File: src/rtl/pwm_pkg.sv
package pwm_pkg;

    localparam int ADDR_W = 8;
    localparam int DATA_W = 32;
    localparam int CNT_W  = 8;
    localparam int PRE_W  = 4;
    localparam int EN_BIT = 9;

    localparam logic [ADDR_W-1:0] OFF_CTRL = 8'h50;
    localparam logic [ADDR_W-1:0] OFF_IRQ  = 8'h54;
    localparam logic [ADDR_W-1:0] OFF_CNT  = 8'h58;

    localparam logic [CNT_W-1:0] CNT_MAX = {CNT_W{1'b1}};

    typedef logic [ADDR_W-1:0] addr_t;
    typedef logic [DATA_W-1:0] word_t;
    typedef logic [CNT_W-1:0]  cnt_t;
    typedef logic [PRE_W-1:0]  pre_t;

    typedef enum logic [2:0] {
        SEL_NONE,
        SEL_DUTY,
        SEL_CTRL,
        SEL_IRQ,
        SEL_CNT
    } reg_sel_e;

    typedef struct packed {
        logic en;
        pre_t pre;
        logic irq_en;
    } cfg_t;

    function automatic reg_sel_e decode_sel(addr_t addr, int nch);
        if (addr[1:0] != 2'b00)       return SEL_NONE;
        if (int'(addr) < 4 * nch)     return SEL_DUTY;
        if (addr == OFF_CTRL)         return SEL_CTRL;
        if (addr == OFF_IRQ)          return SEL_IRQ;
        if (addr == OFF_CNT)          return SEL_CNT;
        return SEL_NONE;
    endfunction

    function automatic word_t ctrl_word(cfg_t c);
        word_t w;
        w = '0;
        w[PRE_W-1:0] = c.pre;
        w[EN_BIT]    = c.en;
        return w;
    endfunction

endpackage

File: src/rtl/pwm_regs.sv
module pwm_regs
    import pwm_pkg::*;
#(
    parameter int NUM_CH = 1
) (
    input  logic                          clk,
    input  logic                          rst,
    input  logic                          req_valid,
    input  logic                          req_write,
    input  addr_t                         req_addr,
    input  word_t                         req_wdata,
    input  cnt_t                          cnt_q,
    output cfg_t                          cfg,
    output logic [NUM_CH-1:0][CNT_W-1:0]  duty_sh,
    output logic                          rd_valid,
    output word_t                         rd_data
);
    localparam int IDX_W = ADDR_W - 2;

    reg_sel_e           sel;
    logic               wr_en;
    logic               rd_en;
    logic [IDX_W-1:0]   word_idx;
    word_t              rd_mux;
    logic               unused_wbits;

    assign sel          = decode_sel(req_addr, NUM_CH);
    assign wr_en        = req_valid && req_write;
    assign rd_en        = req_valid && !req_write;
    assign word_idx     = req_addr[ADDR_W-1:2];
    assign unused_wbits = ^{req_wdata[DATA_W-1:EN_BIT+1], req_wdata[EN_BIT-1:CNT_W]};

    always_ff @(posedge clk) begin
        if (rst) begin
            cfg <= '0;
        end else if (wr_en) begin
            case (sel)
                SEL_CTRL: begin
                    cfg.en  <= req_wdata[EN_BIT];
                    cfg.pre <= req_wdata[PRE_W-1:0];
                end
                SEL_IRQ:  cfg.irq_en <= req_wdata[0];
                default:  ;
            endcase
        end
    end

    always_ff @(posedge clk) begin
        if (rst) begin
            duty_sh <= '0;
        end else if (wr_en && sel == SEL_DUTY) begin
            for (int i = 0; i < NUM_CH; i++) begin
                if (word_idx == IDX_W'(i))
                    duty_sh[i] <= req_wdata[CNT_W-1:0];
            end
        end
    end

    always_comb begin
        rd_mux = '0;
        case (sel)
            SEL_DUTY: begin
                for (int i = 0; i < NUM_CH; i++) begin
                    if (word_idx == IDX_W'(i))
                        rd_mux[CNT_W-1:0] = duty_sh[i];
                end
            end
            SEL_CTRL: rd_mux = ctrl_word(cfg);
            SEL_IRQ:  rd_mux[0] = cfg.irq_en;
            SEL_CNT:  rd_mux[CNT_W-1:0] = cnt_q;
            default:  rd_mux = '0;
        endcase
    end

    always_ff @(posedge clk) begin
        if (rst) begin
            rd_valid <= 1'b0;
            rd_data  <= '0;
        end else begin
            rd_valid <= rd_en;
            rd_data  <= rd_en ? rd_mux : '0;
        end
    end

endmodule

File: src/rtl/pwm_timebase.sv
module pwm_timebase
    import pwm_pkg::*;
(
    input  logic clk,
    input  logic rst,
    input  logic en,
    input  pre_t pre_sh,
    output cnt_t cnt_q,
    output logic wrap
);
    pre_t pre_cnt;
    pre_t pre_act;
    logic tick;

    assign tick = en && (pre_cnt == pre_act);
    assign wrap = tick && (cnt_q == CNT_MAX);

    always_ff @(posedge clk) begin
        if (rst) begin
            pre_cnt <= '0;
            pre_act <= '0;
            cnt_q   <= '0;
        end else if (en) begin
            pre_cnt <= tick ? '0 : pre_cnt + 1'b1;
            if (tick)
                cnt_q <= cnt_q + 1'b1;
            if (wrap)
                pre_act <= pre_sh;
        end
    end

endmodule

File: src/rtl/pwm_chan.sv
module pwm_chan
    import pwm_pkg::*;
(
    input  logic clk,
    input  logic rst,
    input  logic en,
    input  logic wrap,
    input  cnt_t cnt_q,
    input  cnt_t duty_sh,
    output logic out
);
    cnt_t duty_act;

    always_ff @(posedge clk) begin
        if (rst)
            duty_act <= '0;
        else if (wrap)
            duty_act <= duty_sh;
    end

    assign out = en && (cnt_q <= duty_act);

endmodule

File: src/rtl/pwm_multi.sv
module pwm_multi
    import pwm_pkg::*;
#(
    parameter int NUM_CH = 1
) (
    input  logic               clk,
    input  logic               rst,
    input  logic               req_valid,
    input  logic               req_write,
    input  logic [7:0]         req_addr,
    input  logic [31:0]        req_wdata,
    output logic               rd_valid,
    output logic [31:0]        rd_data,
    output logic [NUM_CH-1:0]  pwm_out
);
    cfg_t                          cfg;
    logic [NUM_CH-1:0][CNT_W-1:0]  duty_sh;
    cnt_t                          cnt_q;
    logic                          wrap;
    logic                          en_w;

    assign en_w = cfg.en;

    pwm_regs #(.NUM_CH(NUM_CH)) u_regs (
        .clk       (clk),
        .rst       (rst),
        .req_valid (req_valid),
        .req_write (req_write),
        .req_addr  (req_addr),
        .req_wdata (req_wdata),
        .cnt_q     (cnt_q),
        .cfg       (cfg),
        .duty_sh   (duty_sh),
        .rd_valid  (rd_valid),
        .rd_data   (rd_data)
    );

    pwm_timebase u_tb (
        .clk    (clk),
        .rst    (rst),
        .en     (en_w),
        .pre_sh (cfg.pre),
        .cnt_q  (cnt_q),
        .wrap   (wrap)
    );

    for (genvar g = 0; g < NUM_CH; g++) begin : gen_ch
        pwm_chan u_ch (
            .clk     (clk),
            .rst     (rst),
            .en      (en_w),
            .wrap    (wrap),
            .cnt_q   (cnt_q),
            .duty_sh (duty_sh[g]),
            .out     (pwm_out[g])
        );
    end

endmodule

File: config.mk
export PLATFORM = sky130hd
export DESIGN_NAME = pwm_multi
export DESIGN_NICKNAME = d
export VERILOG_FILES = /design/src/rtl/pwm_pkg.sv /design/src/rtl/pwm_regs.sv /design/src/rtl/pwm_timebase.sv /design/src/rtl/pwm_chan.sv /design/src/rtl/pwm_multi.sv
export SDC_FILE = /design/constraint.sdc
export NUM_CORES = 1
export LEC_CHECK = 0
export ABC_AREA = 1
export CORE_ASPECT_RATIO = 2
export CORE_MARGIN = 1.5
export CORE_UTILIZATION = 41
export CTS_CLUSTER_SIZE = 14
export DETAILED_ROUTE_END_ITERATION = 12
export GPL_TIMING_DRIVEN = 0
export PLACE_DENSITY = 0.73
export SLEW_MARGIN = 25
export SYNTH_ARGS = -nofsm -noshare
export SYNTH_HDL_FRONTEND = slang
export SYNTH_SLANG_ARGS = --single-unit
File: constraint.sdc
create_clock -name clk -period 2.8 [get_ports clk]
set_input_delay 0.56 -clock clk [delete_from_list [all_inputs] [get_ports clk]]
set_output_delay 0.56 -clock clk [all_outputs]
set_load 0.03 [all_outputs]
==> run metrics <==
Mapped Area 2620 µm²; clock buffer depth 2; internal power 1.34 mW; Post-CTS Repair Setup Buffers 0; fill count approximately 650; CTS root buf clkbuf_16; Pwr Total 1.67 mW; Hold Fails Final Rpt 0; Distinct cells, synth 32; first-pass iteration count of the detailed router 4; initial antenna violation count 0; critical path class reg2out; CP Max Fanout 5; area leader, netlist dfxtp_1; vias 2440; Comb power frac under 10%; Top FF cell, synth dfxtp_1; fin area 3340 µm²; ANT cells 0; fmax about 380 MHz; Sink Count 48; I/O Pins 78; CP cell instances ha_1, a21oi_1, nor2_1, nor3_1, nand2_1, a21oi_1, clkdlybuf4s15_1; DRT antenna net count 0; Setup TNS 0 ps; WHS Endpoint gen_ch[0].u_ch.duty_act[3]$_SDFFE_PP0P_; RSZ-0062 raised after global routing no; Placer Congestion ~0.86; Worst setup SP type flip-flop; total global-route track usage 19.5%; area share of the largest cell type after synthesis roughly 37%; 1st-iter DRT viols 77; Overflow after GRT 0; Final Critical Period 2640 ps; Seq/Total Area, Yosys a little over a third; vias in the first global route about 2300; Yosys reg bits 48; Async SR Flop Fraction 0%; Switching Share approximately 20%; HP Start gen_ch[0].u_ch.duty_act[3]$_SDFFE_PP0P_; IO buf count 31; Max VDD drop roughly 0.00041 V; starting density of the core a little over two fifths; Avg Inst Size Synth 7.33 µm²; core area between 6000 and 7000 µm²; clk slew on worst S/H paths 60 ps; top cells by area, synth dfxtp_1 (37%), nand2_1 (9.9%), buf_4 (6.9%), a21oi_1 (6.5%), nor2_1 (5.4%); CP max stage delay 440 ps; Register Area 961 µm²; Die H 116 µm; final hold slack ~460 ps; FF-to-FF End gen_ch[0].u_ch.duty_act[0]$_SDFFE_PP0P_; Worst Skew approximately 2.5 ps; CTS Buf Count 5; Rel. slew slack between 60% and 70%; largest net degree at the start of global routing 16; number of flops mapped to enable cells by yosys 0; Post-CTS Hold Buffers 0; Req. time, crit path 2240 ps; first-pass GRT wire length 10.1 mm; Crit-path slowest cell dfxtp_1; CTS tree yes; Die X between 50 and 60 µm; standard-cell rows 41; Mapped Cells roughly 360; worst slew pin tran 598 ps; CP dominant cell by count a21oi_1; later-pin clock latency in the skew report slightly below 300 ps; Crit. End Element output pin; die area 6910 µm²; Max-Cap Viols 0; leak pwr approximately 1.4 nW; HP Class reg2reg; H-tree levels 2; final setup fails 0; FF-to-FF setup slack about 1200 ps; status finished clean; Syn-to-layout area delta 27.3%; DRC Markers 0; most numerous cell in the Yosys netlist nand2_1; share of cells above drive strength 1 13.8%; nets@finish 472; most instantiated cells after synthesis nand2_1 (69), dfxtp_1 (48), nor2_1 (38); via/cell ratio 4.83; switching pwr 0.332 mW; area of the multi-input gates 1340 µm²; Final Max Slew Viols 0; Finished Layout Cells 505; drt wl/cell 12.4 µm; Detail Placement HPWL roughly 4.9 mm; Clock Power Share around half; Tcrit/Tclk final 94.4%; R2R cell count 7; Critical R2R Launch u_tb.cnt_q[1]$_SDFFE_PP0P_; PD cells 501 nW/µm²; Area after DPL 3120 µm²; WP data arrival 2080 ps; total wire length 6.28 mm; sequential share of power 40.9%; Inst Count DP 497; Syn. warnings 0; WHS Path Cells 2
## per-layer routing
metal  vias up  track usage (%)  share of wire [%]
met5         -                0                  0
met4         0             11.9                4.1
met3        17             2.21                4.8
met2        90             36.0                 55
met1      1097             20.0                 36
li1       1236                -                  -
## worst max-delay path: cells and delay by family (launching register included)
kind	cells	cell delay, ps
buf+inv	1	390
flops	1	440
fa+ha+maj	1	290
compound gates	2	290
simple gates	3	390
## how the worst max path moves through the flow
stage | slack, ps | endpoint | start
after floorplan | 770 | pwm_out | u_tb.cnt_q[5]$_SDFFE_PP0P_
after global placement | 190 | pwm_out | u_tb.cnt_q[5]$_SDFFE_PP0P_
after detailed placement | 200 | pwm_out | u_tb.cnt_q[5]$_SDFFE_PP0P_
after CTS | 140 | pwm_out | u_tb.cnt_q[5]$_SDFFE_PP0P_
after global routing | 5 | pwm_out | u_tb.cnt_q[5]$_SDFFE_PP0P_
final | 160 | pwm_out | u_tb.cnt_q[5]$_SDFFE_PP0P_
## cell usage in the layout, fill, tap and decap left out, drive strengths merged
cell | netlist | routed
nand3 | 18 | 18
nand2 | 75 | 75
nor4 | 2 | 2
clkdlybuf4s15 | 0 | 1
xnor2 | 1 | 1
bufinv | 0 | 3
conb | 1 | 23
nor3 | 14 | 14
clkinv | 1 | 1
o21ai | 18 | 18
clkdlybuf4s50 | 0 | 30
buf | 29 | 29
xor2 | 4 | 4
ha | 10 | 10
inv | 38 | 38
nand4 | 18 | 18
nor2 | 42 | 42
a21oi | 35 | 35
clkbuf | 4 | 9
dfxtp | 48 | 48
## cells by family after synthesis
kind of cell	Yosys count	synth area share [%]
AO/OA/AOI/OAI	53	10.3
XOR/XNOR	5	1.67
adder cells (fa/ha/maj)	10	4.77
buffers and inverters	72	15.4
flip-flops	48	36.6
other	1	0.143
AND/OR/NAND/NOR	169	31.1
## per-stage QoR
stage	util [%]	worst slack, ps
after global placement	49.9	194
after CTS	53.3	143
after floorplan	-	770
after global routing	53.3	4.62
final	53.3	156
after detailed placement	49.9	200
## flip-flops by register name, indices dropped and copies added, names as in the netlist
signal	count
u_tb.pre_cnt	4
u_regs.rd_data	9
u_tb.pre_act	4
gen_ch.u_ch.duty_act	8
u_regs.cfg	6
u_regs.duty_sh	8
u_tb.cnt_q	8
u_regs.rd_valid	1
## cell type report
| cell class | count | share of cell area (%) |
|---|---|---|
| Clock buffer | 5 | 3.75 |
| Inverter | 39 | 4.54 |
| Multi-Input combinational cell | 260 | 40.1 |
| Clock inverter | 3 | 2.70 |
| Sequential cell | 48 | 28.8 |
| Timing Repair Buffer | 31 | 9.30 |
| Tap cell | 86 | 3.22 |
| Buffer | 33 | 7.57 |
## power groups by stage
stage,Clock (mW),Combinational (mW),Sequential (mW)
6_report,0.853,0.134,0.684
5_1_grt,0.897,0.144,0.683
4_1_cts,0.870,0.133,0.684
3_5_place_dp,0,0.133,0.699
3_3_place_gp,0,0.132,0.699
2_1_floorplan,0,0.0890,0.700
## repair_timing
action | in CTS | in global routing
resized for setup | 1 | 1
endpoints found under the setup margin | 1 | 1
gates cloned | 0 | 0
(Power assumes the default switching activity.)
